**src/rtl/rb_pkg.sv**
```systemverilog
package rb_pkg;

    typedef enum logic {
        SEQ_IDLE = 1'b0,
        SEQ_RUN  = 1'b1
    } seq_state_e;

endpackage

```
**src/rtl/rb_fifo.sv**
```systemverilog
module rb_fifo #(
    parameter int DATA_W = 32,
    parameter int DEPTH  = 2
) (
    input  logic              clk,
    input  logic              rst_n,
    input  logic              push_i,
    input  logic [DATA_W-1:0] data_i,
    input  logic              pop_i,
    output logic [DATA_W-1:0] head_o,
    output logic              full_o,
    output logic              empty_o
);

    localparam int PTR_W = (DEPTH > 1) ? $clog2(DEPTH) : 1;
    localparam int CNT_W = $clog2(DEPTH + 1);

    typedef struct packed {
        logic [DEPTH-1:0][DATA_W-1:0] mem;
        logic [PTR_W-1:0]             wr;
        logic [PTR_W-1:0]             rd;
        logic [CNT_W-1:0]             cnt;
    } fifo_state_t;

    fifo_state_t st_q, st_d;
    logic        do_push, do_pop;

    assign full_o  = (st_q.cnt == CNT_W'(DEPTH));
    assign empty_o = (st_q.cnt == '0);
    assign head_o  = st_q.mem[st_q.rd];

    always_comb begin
        st_d    = st_q;
        do_push = push_i && !full_o;
        do_pop  = pop_i && !empty_o;
        if (do_push) begin
            st_d.mem[st_q.wr] = data_i;
            st_d.wr = (st_q.wr == PTR_W'(DEPTH - 1)) ? '0 : st_q.wr + 1'b1;
        end
        if (do_pop) begin
            st_d.rd = (st_q.rd == PTR_W'(DEPTH - 1)) ? '0 : st_q.rd + 1'b1;
        end
        if (do_push && !do_pop) begin
            st_d.cnt = st_q.cnt + 1'b1;
        end else if (do_pop && !do_push) begin
            st_d.cnt = st_q.cnt - 1'b1;
        end
    end

    always_ff @(posedge clk) begin
        if (!rst_n) begin
            st_q <= '0;
        end else begin
            st_q <= st_d;
        end
    end

endmodule

```
**src/rtl/rb_seq.sv**
```systemverilog
module rb_seq
    import rb_pkg::*;
#(
    parameter int QID_W  = 4,
    parameter int CNT_W  = 8,
    parameter int ADDR_W = 16,
    parameter int DATA_W = 32
) (
    input  logic              clk,
    input  logic              rst_n,
    input  logic              req_valid_i,
    input  logic [QID_W-1:0]  req_qid_i,
    input  logic [CNT_W-1:0]  req_count_i,
    input  logic [ADDR_W-1:0] req_addr_i,
    output logic              req_ready_o,
    input  logic              sel_empty_i,
    input  logic [DATA_W-1:0] sel_head_i,
    output logic [QID_W-1:0]  cur_qid_o,
    output logic [CNT_W-1:0]  rem_o,
    output logic              pop_o,
    output logic              done_o,
    output logic [ADDR_W-1:0] wr_addr_o,
    output logic [DATA_W-1:0] wr_data_o
);

    typedef struct packed {
        seq_state_e        state;
        logic [QID_W-1:0]  qid;
        logic [ADDR_W-1:0] addr;
        logic [CNT_W-1:0]  rem;
        logic              done;
    } seq_t;

    seq_t sq_q, sq_d;
    logic pop;

    assign pop         = (sq_q.state == SEQ_RUN) && !sel_empty_i;
    assign req_ready_o = (sq_q.state == SEQ_IDLE);
    assign cur_qid_o   = sq_q.qid;
    assign rem_o       = sq_q.rem;
    assign pop_o       = pop;
    assign done_o      = sq_q.done;
    assign wr_addr_o   = sq_q.addr;
    assign wr_data_o   = sel_head_i;

    always_comb begin
        sq_d      = sq_q;
        sq_d.done = 1'b0;
        case (sq_q.state)
            SEQ_IDLE: begin
                if (req_valid_i) begin
                    if (req_count_i == '0) begin
                        sq_d.done = 1'b1;
                    end else begin
                        sq_d.state = SEQ_RUN;
                        sq_d.qid   = req_qid_i;
                        sq_d.addr  = req_addr_i;
                        sq_d.rem   = req_count_i;
                    end
                end
            end
            SEQ_RUN: begin
                if (pop) begin
                    sq_d.addr = sq_q.addr + 1'b1;
                    sq_d.rem  = sq_q.rem - 1'b1;
                    if (sq_q.rem == CNT_W'(1)) begin
                        sq_d.state = SEQ_IDLE;
                        sq_d.done  = 1'b1;
                    end
                end
            end
            default: sq_d.state = SEQ_IDLE;
        endcase
    end

    always_ff @(posedge clk) begin
        if (!rst_n) begin
            sq_q <= '{state: SEQ_IDLE, qid: '0, addr: '0, rem: '0, done: 1'b0};
        end else begin
            sq_q <= sq_d;
        end
    end

endmodule

```
**src/rtl/rb_recv_buffer.sv**
```systemverilog
module rb_recv_buffer #(
    parameter int NUM_Q  = 16,
    parameter int DEPTH  = 2,
    parameter int DATA_W = 32,
    parameter int ADDR_W = 16,
    parameter int CNT_W  = 8,
    localparam int QID_W = $clog2(NUM_Q)
) (
    input  logic              clk,
    input  logic              rst_n,
    input  logic              net_valid,
    input  logic [QID_W-1:0]  net_qid,
    input  logic [DATA_W-1:0] net_data,
    output logic [NUM_Q-1:0]  q_ready,
    input  logic              rcv_valid,
    input  logic [QID_W-1:0]  rcv_qid,
    input  logic [CNT_W-1:0]  rcv_count,
    input  logic [ADDR_W-1:0] rcv_addr,
    output logic              rcv_ready,
    output logic              rcv_done,
    output logic              mem_we,
    output logic [ADDR_W-1:0] mem_addr,
    output logic [DATA_W-1:0] mem_wdata
);

    logic [DATA_W-1:0] heads [NUM_Q];
    logic [NUM_Q-1:0]  full_v;
    logic [NUM_Q-1:0]  empty_v;
    logic [QID_W-1:0]  cur_qid;
    logic [CNT_W-1:0]  seq_rem;
    logic              seq_pop;

    for (genvar g = 0; g < NUM_Q; g++) begin : g_q
        rb_fifo #(
            .DATA_W (DATA_W),
            .DEPTH  (DEPTH)
        ) u_fifo (
            .clk     (clk),
            .rst_n   (rst_n),
            .push_i  (net_valid && (net_qid == QID_W'(g))),
            .data_i  (net_data),
            .pop_i   (seq_pop && (cur_qid == QID_W'(g))),
            .head_o  (heads[g]),
            .full_o  (full_v[g]),
            .empty_o (empty_v[g])
        );
    end

    assign q_ready = ~full_v;
    assign mem_we  = seq_pop;

    rb_seq #(
        .QID_W  (QID_W),
        .CNT_W  (CNT_W),
        .ADDR_W (ADDR_W),
        .DATA_W (DATA_W)
    ) u_seq (
        .clk         (clk),
        .rst_n       (rst_n),
        .req_valid_i (rcv_valid),
        .req_qid_i   (rcv_qid),
        .req_count_i (rcv_count),
        .req_addr_i  (rcv_addr),
        .req_ready_o (rcv_ready),
        .sel_empty_i (empty_v[cur_qid]),
        .sel_head_i  (heads[cur_qid]),
        .cur_qid_o   (cur_qid),
        .rem_o       (seq_rem),
        .pop_o       (seq_pop),
        .done_o      (rcv_done),
        .wr_addr_o   (mem_addr),
        .wr_data_o   (mem_wdata)
    );

endmodule

```
**config.mk**
```make
export PLATFORM = sky130hd
export DESIGN_NAME = rb_recv_buffer
export DESIGN_NICKNAME = d
export VERILOG_FILES = /design/src/rtl/rb_pkg.sv /design/src/rtl/rb_fifo.sv /design/src/rtl/rb_seq.sv /design/src/rtl/rb_recv_buffer.sv
export SDC_FILE = /design/constraint.sdc
export NUM_CORES = 2
export LEC_CHECK = 0
export ABC_AREA = 1
export BUFFER_PORTS_ARGS = -buffer_cell sky130_fd_sc_hd__buf_2
export CAP_MARGIN = 5
export CELL_PAD_IN_SITES_DETAIL_PLACEMENT = 0
export CELL_PAD_IN_SITES_GLOBAL_PLACEMENT = 1
export CORE_UTILIZATION = 40
export DETAILED_ROUTE_END_ITERATION = 8
export PLACE_DENSITY_LB_ADDON = 0.1
export SETUP_SLACK_MARGIN = 0.4
export SYNTH_ARGS = -nofsm -noshare
export SYNTH_HDL_FRONTEND = slang
export SYNTH_HIERARCHICAL = 1
export SYNTH_SLANG_ARGS = --single-unit
```
**constraint.sdc**
```tcl
create_clock -name clk -period 2.7 [get_ports clk]
set_input_delay 0.27 -clock clk [delete_from_list [all_inputs] [get_ports clk]]
set_output_delay 0.27 -clock clk [all_outputs]
set_load 0.05 [all_outputs]
```
## After elaboration in Yosys (flattened, before gate mapping)

Cells that the tools add are included.

| operators by class | value |
|---|---|
| equal/unequal tests | 50 |
| $lt $le $gt $ge | 50 |
| divide/modulo/power cells | 0 |
| multiplexer cells | 158 |
| shift operators | 0 |
| bitwise operators | 4 |
| multiply operators | 0 |
| reduce and logical (&&, ||, !) cells | 215 |
| add/subtract/negate cells | 66 |

Operators with widths:

| operator | number |
|---|---|
| 2-to-1 mux 32 bit | 50 |
| bitwise mux 64 bit | 16 |
| demux 32 bit (select 1 bit) | 16 |
| binary-select mux 32 bit (select 4 bit) | 1 |
| logical AND 1 bit | 113 |
| logical NOT 1 bit | 65 |
| == test 4 bit, second input constant | 16 |
| < comparator 1 x 2 -> 1 bit, second input constant | 32 |
| 2-to-1 mux 2 bit | 32 |
| one-hot mux 25 bit (2 select lines) | 1 |
| 2-to-1 mux 1 bit | 37 |
| adder 1 bit, second input constant | 32 |
| adder 2 x 1 -> 2 bit, second input constant | 16 |
| == test 2 bit, second input constant | 16 |
| == test 4 x 3 -> 1 bit, second input constant | 8 |
| logical NOT 2 bit | 16 |
| nonzero test 2 bit | 16 |
| subtractor 2 x 1 -> 2 bit, second input constant | 16 |
| 2-to-1 mux 30 bit | 1 |
| 2-to-1 mux 29 bit | 1 |
| 2-to-1 mux 25 bit | 1 |
| adder 16 x 1 -> 16 bit, second input constant | 1 |
| == test 4 x 2 -> 1 bit, second input constant | 4 |
| greater-or-equal comparator 1 bit, second input constant | 16 |
| 14 further kinds | 20 |

| storage, ports and cells | value |
|---|---|
| memories kept | 0 |
| bits of input ports | 68 |
| bits in writable memories | 0 |
| bits in read-only memories | 0 |
| register bits | 1118 |
| output and inout port bits | 67 |
| logic and storage cells | 628 |
| latch bits | 0 |

## Longest topological paths before layout

| logic depth | value |
|---|---|
| word-level depth | 10 |
| depth in mapped cells | 25 |

## Cells and area by module

Netlist, hierarchy kept.

By module, submodules not included:

| module | sequential area each (µm²) | cells each | times used | area each (µm²) |
|---|---|---|---|---|
| rb_fifo | 1361.3 | 511 | 16 | 3213.1 |
| rb_recv_buffer | 0.0 | 1661 | 1 | 6550.0 |
| rb_seq | 600.6 | 362 | 1 | 2346.0 |

## Least setup slack after synthesis

No wires, ideal clock.

| timing path | value |
|---|---|
| path kind | reg2reg |
| start point | register u_seq.sq_q (netlist bit u_seq/cur_qid_o[1]) |
| end point | register g_q[3].u_fifo/st_q[1] (netlist name) |
| clock period less this slack | 2.900 ns |
| slack | -0.200 ns |
| setup time | 0.064 ns |
| data arrival time | 2.836 ns |
| cell stages (with the launch flop) | 23 |
| data required time | 2.636 ns |
| buffers on the path | 5 |
| cells stage by stage | dfxtp_1 > buf_4 > buf_2 > inv_2 > buf_4 > buf_2 > nand2_1 > nand2_1 > nand2_1 > nand2_1 > inv_1 > nand2_1 > nor2_8 > buf_2 > nand3_1 > nor2_1 > o21ai_0 > ha_1 > inv_1 > nand3_1 > nand2_1 > inv_1 > nor2_1 |

| on the way | value |
|---|---|
| cells in the longest elaborated chain, start to end | 9 |
| elaborated cells between the ends (all ways) | 12 |
| those cells by class | 1 x eq/ne; 3 x mux; 8 x reduce/logical |

RTL lines:

| element | line | RTL |
|---|---|---|
| from (decl) | rb_seq.sv:34 | `seq_t sq_q, sq_d;` |
| from (signal assigned) | rb_seq.sv:78 | `sq_q <= '{state: SEQ_IDLE, qid: '0, addr: '0, rem: '0, done: 1'b0};` |
| from (signal assigned) | rb_seq.sv:80 | `sq_q <= sq_d;` |
| binary-select mux 1 bit (select 4 bit) * | rb_recv_buffer.sv:65 | `.sel_empty_i (empty_v[cur_qid]),` |
| 2-to-1 mux 1 bit (implied by the code) * | rb_recv_buffer.sv:65 |  |
| logical NOT 1 bit * | rb_seq.sv:37 | `assign pop = (sq_q.state == SEQ_RUN) && !sel_empty_i;` |
| logical AND 1 bit * | rb_seq.sv:37 |  |
| named net mem_we | rb_recv_buffer.sv:21 | `output logic mem_we,` |
| logical AND 1 bit * | rb_recv_buffer.sv:42 | `.pop_i (seq_pop && (cur_qid == QID_W'(g))),` |
| logical AND 1 bit * | rb_fifo.sv:35 | `do_pop = pop_i && !empty_o;` |
| logical NOT 1 bit | rb_fifo.sv:43 | `if (do_push && !do_pop) begin` |
| logical AND 1 bit | rb_fifo.sv:43 |  |
| 2-to-1 mux 2 bit or nonzero test 2 bit (tied branches) | n/a |  |
| to (signal assigned) | rb_fifo.sv:54 | `st_q <= st_d;` |
| to (decl) | rb_fifo.sv:25 | `fifo_state_t st_q, st_d;` |

Mark *: on every way through the listed nets, which the timed path passes. The rest lies on a longest branch. The select of a mux whose other input is x is not followed.
A chain may end at the register's enable or synchronous reset.

## Worst setup path in the final report

| timing path | value |
|---|---|
| start point | register u_seq.sq_q (netlist bit u_seq/cur_qid_o[0]) |
| end point | output mem_wdata[16] |

| on the way | value |
|---|---|
| cells in the longest elaborated chain, start to end | 4 |

RTL lines:

| element | line | RTL |
|---|---|---|
| inverter 4 -> 5 bit (implied by the code) | rb_recv_buffer.sv:66 | `.sel_head_i (heads[cur_qid]),` |
| binary-select mux 32 bit (select 4 bit) | rb_recv_buffer.sv:66 |  |
| 2-to-1 mux 32 bit (implied by the code) (2 in a row) | rb_recv_buffer.sv:66 |  |
| to (decl) | rb_recv_buffer.sv:23 | `output logic [DATA_W-1:0] mem_wdata` |

No other way between the ends. The select of a mux whose other input is x is not followed.

==> metrics <==
max-slew violation count=0; CTS sink cnt=1118; crit path cell chain=buf_12, buf_12, buf_16, buf_6, buf_6, nand2_2, nand2_1, nand2_1, nand2_1, nand2_1, nand2_1, inv_1, nand2_2, buf_12, buf_12; total grt overflow=0; largest net degree at the start of global routing=107; post-synthesis cell area=60250 um2; WP data arrival=2680 ps; hold path depth=3; Top Ports=135; GRT Util Overall=28.74%; Layout Nets=10340; final std cells w/o fill=12370; P_leak=0.03751 uW; drt total wl=230500 um; Critical R2R Capture=g_q[14].u_fifo/st_q[1]$_SDFFE_PN0P_; worst hold path class=input pin to register; Syn. warnings=6; r2r worst-path depth=24; clk buf depth=3; Vias/cell=4.730; GP Congestion=0.8142; slowest CP cell=dfxtp_4; Max Cap Viol=0; Fmax achieved=339.2 MHz; Req. time, crit path=2430 ps; CTS buffer count=142; Hold Fails Final Rpt=0; Tcrit/Tclk final=109.2%; DRT Pass-1 Iters=6; failing checks=negative setup slack; DIE AREA=152200 um2; setup violators final=56; chip width=390.1 um; Clock Latency Late Sink=790 ps; initial antenna violation count=10; global-route wire length before repair=331100 um; Pwr Total=40420 uW; vias in the first global route=52640; CP max stage delay=400 ps; dominant cell type by count on the critical path=nand2_1; WL/cell=18.64 um; PortBufs=134; commonest non-fill, non-tap cells in the layout=3639 x nand2_1, 2168 x nor2_1, 1196 x inv_1; Pwr Density=552.6 nW/um2; commonest non-fill, non-tap cell in the layout=nand2_1; reg2reg start=u_seq/cur_qid_o[0]$_SDFFE_PN0P_; # rows=142; root buf cell=clkbuf_16; Inst Count DP=11920; nature of the critical path startpoint=register; WHS Endpoint=g_q[12].u_fifo/st_q[45]$_SDFFE_PN0P_; cells after synthesis=10190; crit path time final=2948 ps; clock-pin slew on the worst setup and hold paths=50 ps; hold path startpoint=net_data[9]; initial core utilization=40.27%; # DRC=0; final core occ=48.90%; critical path fanouts, max=6; HPWL after DPL=122900 um; Area growth syn-to-layout=21.42%; share of cells above drive strength 1=15.04%; H-tree depth=4; Max-slew headroom=28.85%; WP buf/inv=8; skew final=20.76 ps; die height=390.1 um; unrepaired setup endpoints after global routing=yes; starting DRC count in detailed routing=4584; worst IR drop on VDD=0.6376 mV; syn_area_per_cell=5.912 um2; status=finished, violations left; CTS tree=done; Slew @ Worst Pin=1067 ps; syn_nets=10280; vias=58500; CP Class=register to primary output; flop-to-flop setup slack=-150 ps; delay-heaviest family, CP=buffers and inverters; antenna-violating nets left=0; nature of the critical path endpoint=primary output; core area=149600 um2; final worst slack=-247.7 ps
[report_power, final]
part / switching [uW] / internal (uW)
sequential: 128 / 16700
clock: 7690 / 11500
combinational: 2870 / 1450
total: 10700 / 29700
[registers in the layout, indices dropped and copies added (netlist names)]
register / count
u_seq/cur_qid_o: 4
u_seq/wr_addr_o: 16
u_seq/sq_q: 1
g_q.u_fifo/st_q: 1088
u_seq/done_o: 1
u_seq/rem_o: 8
[tightest hold or removal path: stages]
cell    delay, ps
buf_2         320
nor2_1        180
nor2_1         50
[repair_timing]
item,in CTS,in global routing
pin swaps,117,166
setup buffers,67,31
setup endpoints to repair,92,109
resized for setup,405,320
endpoints found under the hold margin,65,0
gates cloned,44,30
hold buffers,32,0
[how the worst max path moves through the flow]
stage                                    start                             endpoint  slack [ps]  cells past startpoint
2_1_floorplan  u_seq/cur_qid_o[0]$_SDFFE_PN0P_   g_q[0].u_fifo/st_q[1]$_SDFFE_PN0P_         230                     23
3_3_place_gp   u_seq/cur_qid_o[0]$_SDFFE_PN0P_  g_q[11].u_fifo/st_q[1]$_SDFFE_PN0P_         130                     20
3_5_place_dp   u_seq/cur_qid_o[0]$_SDFFE_PN0P_  g_q[11].u_fifo/st_q[1]$_SDFFE_PN0P_         120                     20
4_1_cts        u_seq/cur_qid_o[0]$_SDFFE_PN0P_                        mem_wdata[15]        -260                     14
5_1_grt        u_seq/cur_qid_o[0]$_SDFFE_PN0P_                         mem_wdata[1]        -290                     14
6_report       u_seq/cur_qid_o[0]$_SDFFE_PN0P_                        mem_wdata[16]        -250                     15
[per-stage QoR]
stage / hold slack [ps] / setup slack, ps / area (um2) / setup TNS [ps]
floorplan: 367.6 / 231.6 / 60370 / 0
global placement: 483.1 / 130.9 / 62990 / 0
detailed placement: 492.4 / 123.8 / 62990 / 0
CTS: 50.20 / -258.4 / 71100 / -8211
global route: 110.1 / -292.7 / 73150 / -13560
finish: 98.07 / -247.7 / 73150 / -7216
[per-layer routing]
metal / vias up / share of wire (%) / global-route usage, %
li1: 29890 / - / -
met1: 26840 / 46 / 38.78
met2: 1462 / 46 / 48.28
met3: 304 / 5.8 / 3.412
met4: 6 / 2.6 / 7.494
met5: - / 0.017 / 0
[cell type report]
type,instances,area [um2]
Clock inverter,19,221.5
Antenna cell,2,5.005
Inverter,1292,4921
Timing Repair inverter,5,117.6
Clock buffer,227,4433
Multi-Input combinational cell,7177,31120
Sequential cell,1118,22430
Fill cell,15310,76450
Timing Repair Buffer,513,7387
Tap cell,2016,2522
Note: power is estimated with default switching activity, not from simulation.
